File: config.mk
export PLATFORM = sky130hd
export DESIGN_NAME = dio16_top
export DESIGN_NICKNAME = d
export VERILOG_FILES = /design/src/rtl/dio16_pkg.sv /design/src/rtl/dio16_datapath.sv /design/src/rtl/dio16_control.sv /design/src/rtl/dio16_top.sv
export SDC_FILE = /design/constraint.sdc
export NUM_CORES = 1
export LEC_CHECK = 0
export BUFFER_PORTS_ARGS = -buffer_cell sky130_fd_sc_hd__buf_2
export CAP_MARGIN = 20
export CORE_MARGIN = 3
export CORE_UTILIZATION = 35
export CTS_CLUSTER_DIAMETER = 60
export DETAILED_ROUTE_END_ITERATION = 8
export GPL_TIMING_DRIVEN = 0
export SETUP_SLACK_MARGIN = 0.05
export SYNTH_ARGS = -nofsm -noshare
export SYNTH_HDL_FRONTEND = slang
export SYNTH_HIERARCHICAL = 1
export SYNTH_SLANG_ARGS = --single-unit
File: constraint.sdc
create_clock -name clk -period 2.7 [get_ports clk]
set_clock_uncertainty 0.15 [all_clocks]
set_input_delay 0 -clock clk [delete_from_list [all_inputs] [get_ports clk]]
set_output_delay 0 -clock clk [all_outputs]
set_load 0.05 [all_outputs]
File: src/rtl/dio16_pkg.sv
package dio16_pkg;
  localparam int unsigned BYTE_W    = 8;
  localparam int unsigned NUM_BYTES = 2;
  localparam int unsigned IO_W      = BYTE_W * NUM_BYTES;

  localparam logic [2:0] ADR_OUT_LO  = 3'd0;
  localparam logic [2:0] ADR_IN_LO   = 3'd1;
  localparam logic [2:0] ADR_IRQ_CTL = 3'd2;
  localparam logic [2:0] ADR_FLT_CTL = 3'd3;
  localparam logic [2:0] ADR_OUT_HI  = 3'd4;
  localparam logic [2:0] ADR_IN_HI   = 3'd5;
  localparam logic [2:0] ADR_STATUS  = 3'd6;

  // strobes from control to datapath
  typedef struct packed {
    logic [NUM_BYTES-1:0] wrOut;
    logic                 filtOn;
  } dpStrobe_t;
endpackage

File: src/rtl/dio16_datapath.sv
module dio16_datapath
  import dio16_pkg::*;
#(
  parameter int unsigned FILT_LEN = 4
) (
  input  logic                 clk,
  input  logic                 rstN,
  input  dpStrobe_t            strb,
  input  logic [BYTE_W-1:0]    wdata,
  input  logic [IO_W-1:0]      pinIn,
  output logic [IO_W-1:0]      outLatch,
  output logic [IO_W-1:0]      inStable,
  output logic [NUM_BYTES-1:0] edgeByte
);
  localparam int unsigned CW = (FILT_LEN > 1) ? $clog2(FILT_LEN) : 1;
  localparam logic [CW-1:0] LIM = CW'(FILT_LEN - 1);

  logic [IO_W-1:0] syncA, syncB, inNext;

  always_ff @(posedge clk) begin
    if (!rstN) begin
      syncA <= '0;
      syncB <= '0;
    end else begin
      syncA <= pinIn;
      syncB <= syncA;
    end
  end

  for (genvar b = 0; b < NUM_BYTES; b++) begin : g_lane
    always_ff @(posedge clk) begin
      if (!rstN) outLatch[b*BYTE_W +: BYTE_W] <= '0;
      else if (strb.wrOut[b]) outLatch[b*BYTE_W +: BYTE_W] <= wdata;
    end
    assign edgeByte[b] = |(inNext[b*BYTE_W +: BYTE_W] ^ inStable[b*BYTE_W +: BYTE_W]);
  end

  for (genvar i = 0; i < IO_W; i++) begin : g_filt
    logic [CW-1:0] runCnt;
    logic          differs;
    assign differs = syncB[i] ^ inStable[i];

    always_comb begin
      if (!strb.filtOn)              inNext[i] = syncB[i];
      else if (differs && runCnt == LIM) inNext[i] = syncB[i];
      else                           inNext[i] = inStable[i];
    end

    always_ff @(posedge clk) begin
      if (!rstN || !strb.filtOn || !differs) runCnt <= '0;
      else if (runCnt != LIM)               runCnt <= runCnt + 1'b1;
    end
  end

  always_ff @(posedge clk) begin
    if (!rstN) inStable <= '0;
    else       inStable <= inNext;
  end
endmodule

File: src/rtl/dio16_control.sv
module dio16_control
  import dio16_pkg::*;
(
  input  logic                 clk,
  input  logic                 rstN,
  input  logic [2:0]           busAddr,
  input  logic                 busRd,
  input  logic                 busWr,
  input  logic [NUM_BYTES-1:0] edgeByte,
  input  logic [IO_W-1:0]      outLatch,
  input  logic [IO_W-1:0]      inStable,
  output dpStrobe_t            strb,
  output logic [BYTE_W-1:0]    busRdata,
  output logic                 irqOut,
  output logic                 irqEn,
  output logic                 filtEn,
  output logic [NUM_BYTES-1:0] statByte
);
  logic clrHit, pending;

  assign clrHit = busWr && busAddr == ADR_IN_LO;

  always_ff @(posedge clk) begin
    if (!rstN) begin
      irqEn  <= 1'b0;
      filtEn <= 1'b0;
    end else begin
      if (busRd && busAddr == ADR_IRQ_CTL)      irqEn <= 1'b1;
      else if (busWr && busAddr == ADR_IRQ_CTL) irqEn <= 1'b0;
      if (busRd && busAddr == ADR_FLT_CTL)      filtEn <= 1'b1;
      else if (busWr && busAddr == ADR_FLT_CTL) filtEn <= 1'b0;
    end
  end

  // a change accepted in the clear cycle survives the clear
  for (genvar b = 0; b < NUM_BYTES; b++) begin : g_stat
    always_ff @(posedge clk) begin
      if (!rstN) statByte[b] <= 1'b0;
      else       statByte[b] <= (statByte[b] && !clrHit) || (edgeByte[b] && irqEn);
    end
  end

  assign pending = |statByte;
  assign irqOut  = pending && irqEn;

  assign strb.wrOut[0] = busWr && busAddr == ADR_OUT_LO;
  assign strb.wrOut[1] = busWr && busAddr == ADR_OUT_HI;
  assign strb.filtOn   = filtEn;

  always_comb begin
    busRdata = '0;
    case (busAddr)
      ADR_OUT_LO: busRdata = outLatch[BYTE_W-1:0];
      ADR_OUT_HI: busRdata = outLatch[IO_W-1:BYTE_W];
      ADR_IN_LO:  busRdata = inStable[BYTE_W-1:0];
      ADR_IN_HI:  busRdata = inStable[IO_W-1:BYTE_W];
      ADR_STATUS: busRdata = {5'd0, pending, statByte};
      default:    busRdata = '0;
    endcase
  end
endmodule

File: src/rtl/dio16_top.sv
module dio16_top
  import dio16_pkg::*;
#(
  parameter int unsigned FILT_LEN = 4
) (
  input  logic        clk,
  input  logic        rstN,
  input  logic [2:0]  busAddr,
  input  logic        busRd,
  input  logic        busWr,
  input  logic [7:0]  busWdata,
  output logic [7:0]  busRdata,
  input  logic [15:0] pinIn,
  output logic [15:0] pinOut,
  output logic        irqOut
);
  dpStrobe_t            strb;
  logic [IO_W-1:0]      inStable;
  logic [NUM_BYTES-1:0] edgeByte, statByte;
  logic                 irqEn, filtEn;

  dio16_datapath #(.FILT_LEN(FILT_LEN)) dp_i (
    .clk(clk), .rstN(rstN), .strb(strb), .wdata(busWdata), .pinIn(pinIn),
    .outLatch(pinOut), .inStable(inStable), .edgeByte(edgeByte)
  );

  dio16_control ctl_i (
    .clk(clk), .rstN(rstN), .busAddr(busAddr), .busRd(busRd), .busWr(busWr),
    .edgeByte(edgeByte), .outLatch(pinOut), .inStable(inStable), .strb(strb),
    .busRdata(busRdata), .irqOut(irqOut), .irqEn(irqEn), .filtEn(filtEn),
    .statByte(statByte)
  );
endmodule

==> results by group <==
Drt
  • Vias per cell: 4.69
  • Initial DRT Pass Iterations: 6
  • Vias: 3006
  • Routed WL: 9430 µm
  • Final ANT Viol Nets: 0
  • DR DRC count: 0
  • Violation count after the first detailed-route iteration: 131
  • Drt wl/cell: 14.7 µm

Pwr
  • Clock power frac: 40.8%
  • Sw frac: 24.6%
  • Internal power: 0.00228 W
  • Max rail drop VDD: 0.327 mV
  • Seq pwr share: 50.9%
  • Power Density: 572 mW/mm²
  • Switch Pwr: 0.000743 W
  • Gate power share: 8.3%
  • Lkg Pwr: 2.44 nW

Yosys
  • Sequential area share after synthesis: 47.0%
  • Synth top area cells: dfxtp_1 (47%), mux2i_1 (12%), xor2_1 (6.6%)
  • Flops & latches, synth: 100
  • Synth area leader: dfxtp_1
  • Async SR Flop Fraction: 0%
  • Top cells by count, synth: dfxtp_1 (100), mux2i_1 (50), and2_1 (38), nor2_1 (33)
  • Netlist cell types: 37
  • Cells after synthesis: 401
  • Leading cell type by number of instances after synthesis: dfxtp_1
  • Syn nets: 448
  • Synth Flop Type: dfxtp_1
  • Post-synth top area share: 47.0%
  • Number of enable flip-flop cells after synthesis: 0
  • Synth warn: 6
  • Netlist area before placement: 0.00426 mm²
  • Post-synthesis average cell area: 10.6 µm²

Die
  • CORE AREA: 0.0117 mm²
  • Die ar.: 0.0135 mm²
  • Die X: 116 µm
  • Chip Height: 116 µm
  • I/O Pins: 56
  • Starting Density: 36.6%
  • Rows: 39

Place
  • DP Area: 0.00471 mm²
  • PortBufs: 53
  • Placed insts: 597
  • Gpl congestion: 0.804
  • Post-DP HPWL: 7110 µm

Global route
  • Initial antenna violation count: 0
  • Grt total ovfl: 0
  • Largest net degree at the start of global routing: 19
  • Vias in the first global route: 3057
  • Global-route wire length before repair: 15300 µm
  • Total Routing Usage GR: 14.7%

Clocking
  • Worst-path clk slew: 0.07 ns
  • H-tree Lvls: 3
  • CTS tree: yes
  • Setup bufs post-CTS: 0
  • CTS root buffer: clkbuf_16
  • Num Clock Sinks: 100
  • Clk buf depth: 2
  • Worst skew pair latency: 0.34 ns
  • CTS Buf Count: 9

Layout
  • Fin nets: 541
  • FILL cells: 1094
  • Share of cells above drive strength 1: 16.7%
  • Total inserted antenna cells: 0
  • Area Growth Syn to Fin: 23.9%
  • Final Cell Area: 0.00528 mm²
  • Fin cells: 641

Worst setup path
  • WS Path Type: reg2reg
  • Worst setup EP type: flip-flop
  • Arrival @ worst endpoint: 2.08 ns
  • WP data required: 2.79 ns
  • Crit Path Max Fanout: 3
  • Crit start category: flip-flop

STA
  • RSZ-0062 raised after global routing: no
  • Fmax: 501 MHz
  • Worst Tran Pin Value: 0.540 ns
  • Final hold violations: 0
  • Worst hold slack: 0.0292 ns
  • Fin. max-slew vios: 0
  • Final Cycle Share: 74.0%
  • Period minus WS final: 2.00 ns
  • Final TNS setup: 0 ns
  • Final setup viols: 0
  • Max-slew headroom: 64.0%

Status
  • Status: finished, final reports clean

Run
  • Max-Cap Viols: 0

Min path
  • Hold crit path type: in2reg
worst paths after layout:
kind,startpoint,end,slack (ns),cells past startpoint
setup / recovery,dp_i/g_filt[4].runCnt[0],ctl_i/statByte[0],0.70,6
hold / removal,busAddr[0],ctl_i/statByte[0],0.03,4
setup reg to reg,dp_i/g_filt[4].runCnt[0],ctl_i/statByte[0],0.70,6
hold reg to reg,dp_i/syncA[8],dp_i/syncB[8],0.28,1
area by class of cell:
type                            count  area (µm²)  share of cell area [%]
Clock buffer                        9         225                    4.27
Buffer                             18        97.6                    1.85
Sequential cell                   100        2000                    37.9
Multi-Input combinational cell    279        2150                    40.7
Tap cell                          143         179                    3.39
Timing Repair Buffer               82         556                    10.5
Inverter                            4        15.0                   0.284
Clock inverter                      6        57.6                    1.09
critical path, stage by stage (launching register included):
cell,delay (ns)
dfxtp_1,0.33
ha_1,0.24
nand2b_1,0.19
a22o_1,0.26
a221oi_1,0.22
o2111ai_1,0.21
a32o_1,0.29
sequential cells by signal (all words and copies together), names as in the netlist:
name                cells
dp_i/g_filt.runCnt     32
dp_i/inStable          16
dp_i/outLatch          16
dp_i/syncA             16
dp_i/syncB             16
ctl_i/statByte          2
ctl_i/filtEn            1
ctl_i/irqEn             1
cells in the final DEF, fill, tap and decap left out, drive strengths merged, types with 2 or more instances in the layout:
| master | n |
|---|---|
| a22oi | 4 |
| mux4 | 5 |
| nor2 | 33 |
| xor2 | 32 |
| or4 | 2 |
| mux2i | 50 |
| nand2b | 18 |
| a32o | 2 |
| o2111ai | 2 |
| nor3 | 4 |
| mux2 | 3 |
| a22o | 4 |
| clkbuf | 19 |
| buf | 61 |
| o22ai | 2 |
| ha | 16 |
| clkinv | 2 |
| nand2 | 19 |
| dlygate4sd3 | 29 |
| nor2b | 32 |
| a221oi | 2 |
| o31ai | 2 |
| o211ai | 2 |
| and2 | 38 |
| dfxtp | 100 |
| inv | 8 |
power by group through the flow:
stage | logic [W] | clock network [W] | registers [W]
after detailed placement | 0.000220 | 0 | 0.00157
after CTS | 0.000252 | 0.00126 | 0.00154
after global routing | 0.000275 | 0.00132 | 0.00154
after global placement | 0.000217 | 0 | 0.00157
final | 0.000251 | 0.00123 | 0.00154
after floorplan | 0.000136 | 0 | 0.00158
per-stage QoR:
stage                     total power (W)  util (%)  worst slack (ns)
final                             0.00302      45.3             0.702
after global routing              0.00314      45.3             0.565
after CTS                         0.00305      45.3             0.689
after detailed placement          0.00179      40.4             0.691
after global placement            0.00179      40.4             0.716
after floorplan                   0.00172         -             0.701
metal layers:
layer	global-route usage, %	vias up	part of all wire, %
met5	0	-	0
met4	3.71	0	0.87
met3	3.42	6	4.6
met2	24.0	74	46
met1	19.7	1390	49
li1	-	1536	-
repair_timing:
| item | 4_1_cts | 5_1_grt |
|---|---|---|
| gates resized for setup | 0 | 0 |
| endpoints found under the hold margin | 36 | 0 |
| hold buffers | 29 | 0 |
logic make-up after synthesis:
family                   count (synthesis)  share of synthesized area [%]
XOR/XNOR                                32                           6.57
flip-flops                             100                           47.0
AND/OR/NAND/NOR                        147                           18.8
adder cells (fa/ha/maj)                 16                           4.70
multiplexers                            58                           15.5
buffers and inverters                   22                           2.64
AO/OA/AOI/OAI                           26                           4.81
No activity file was read; power rests on OpenSTA's default activity.
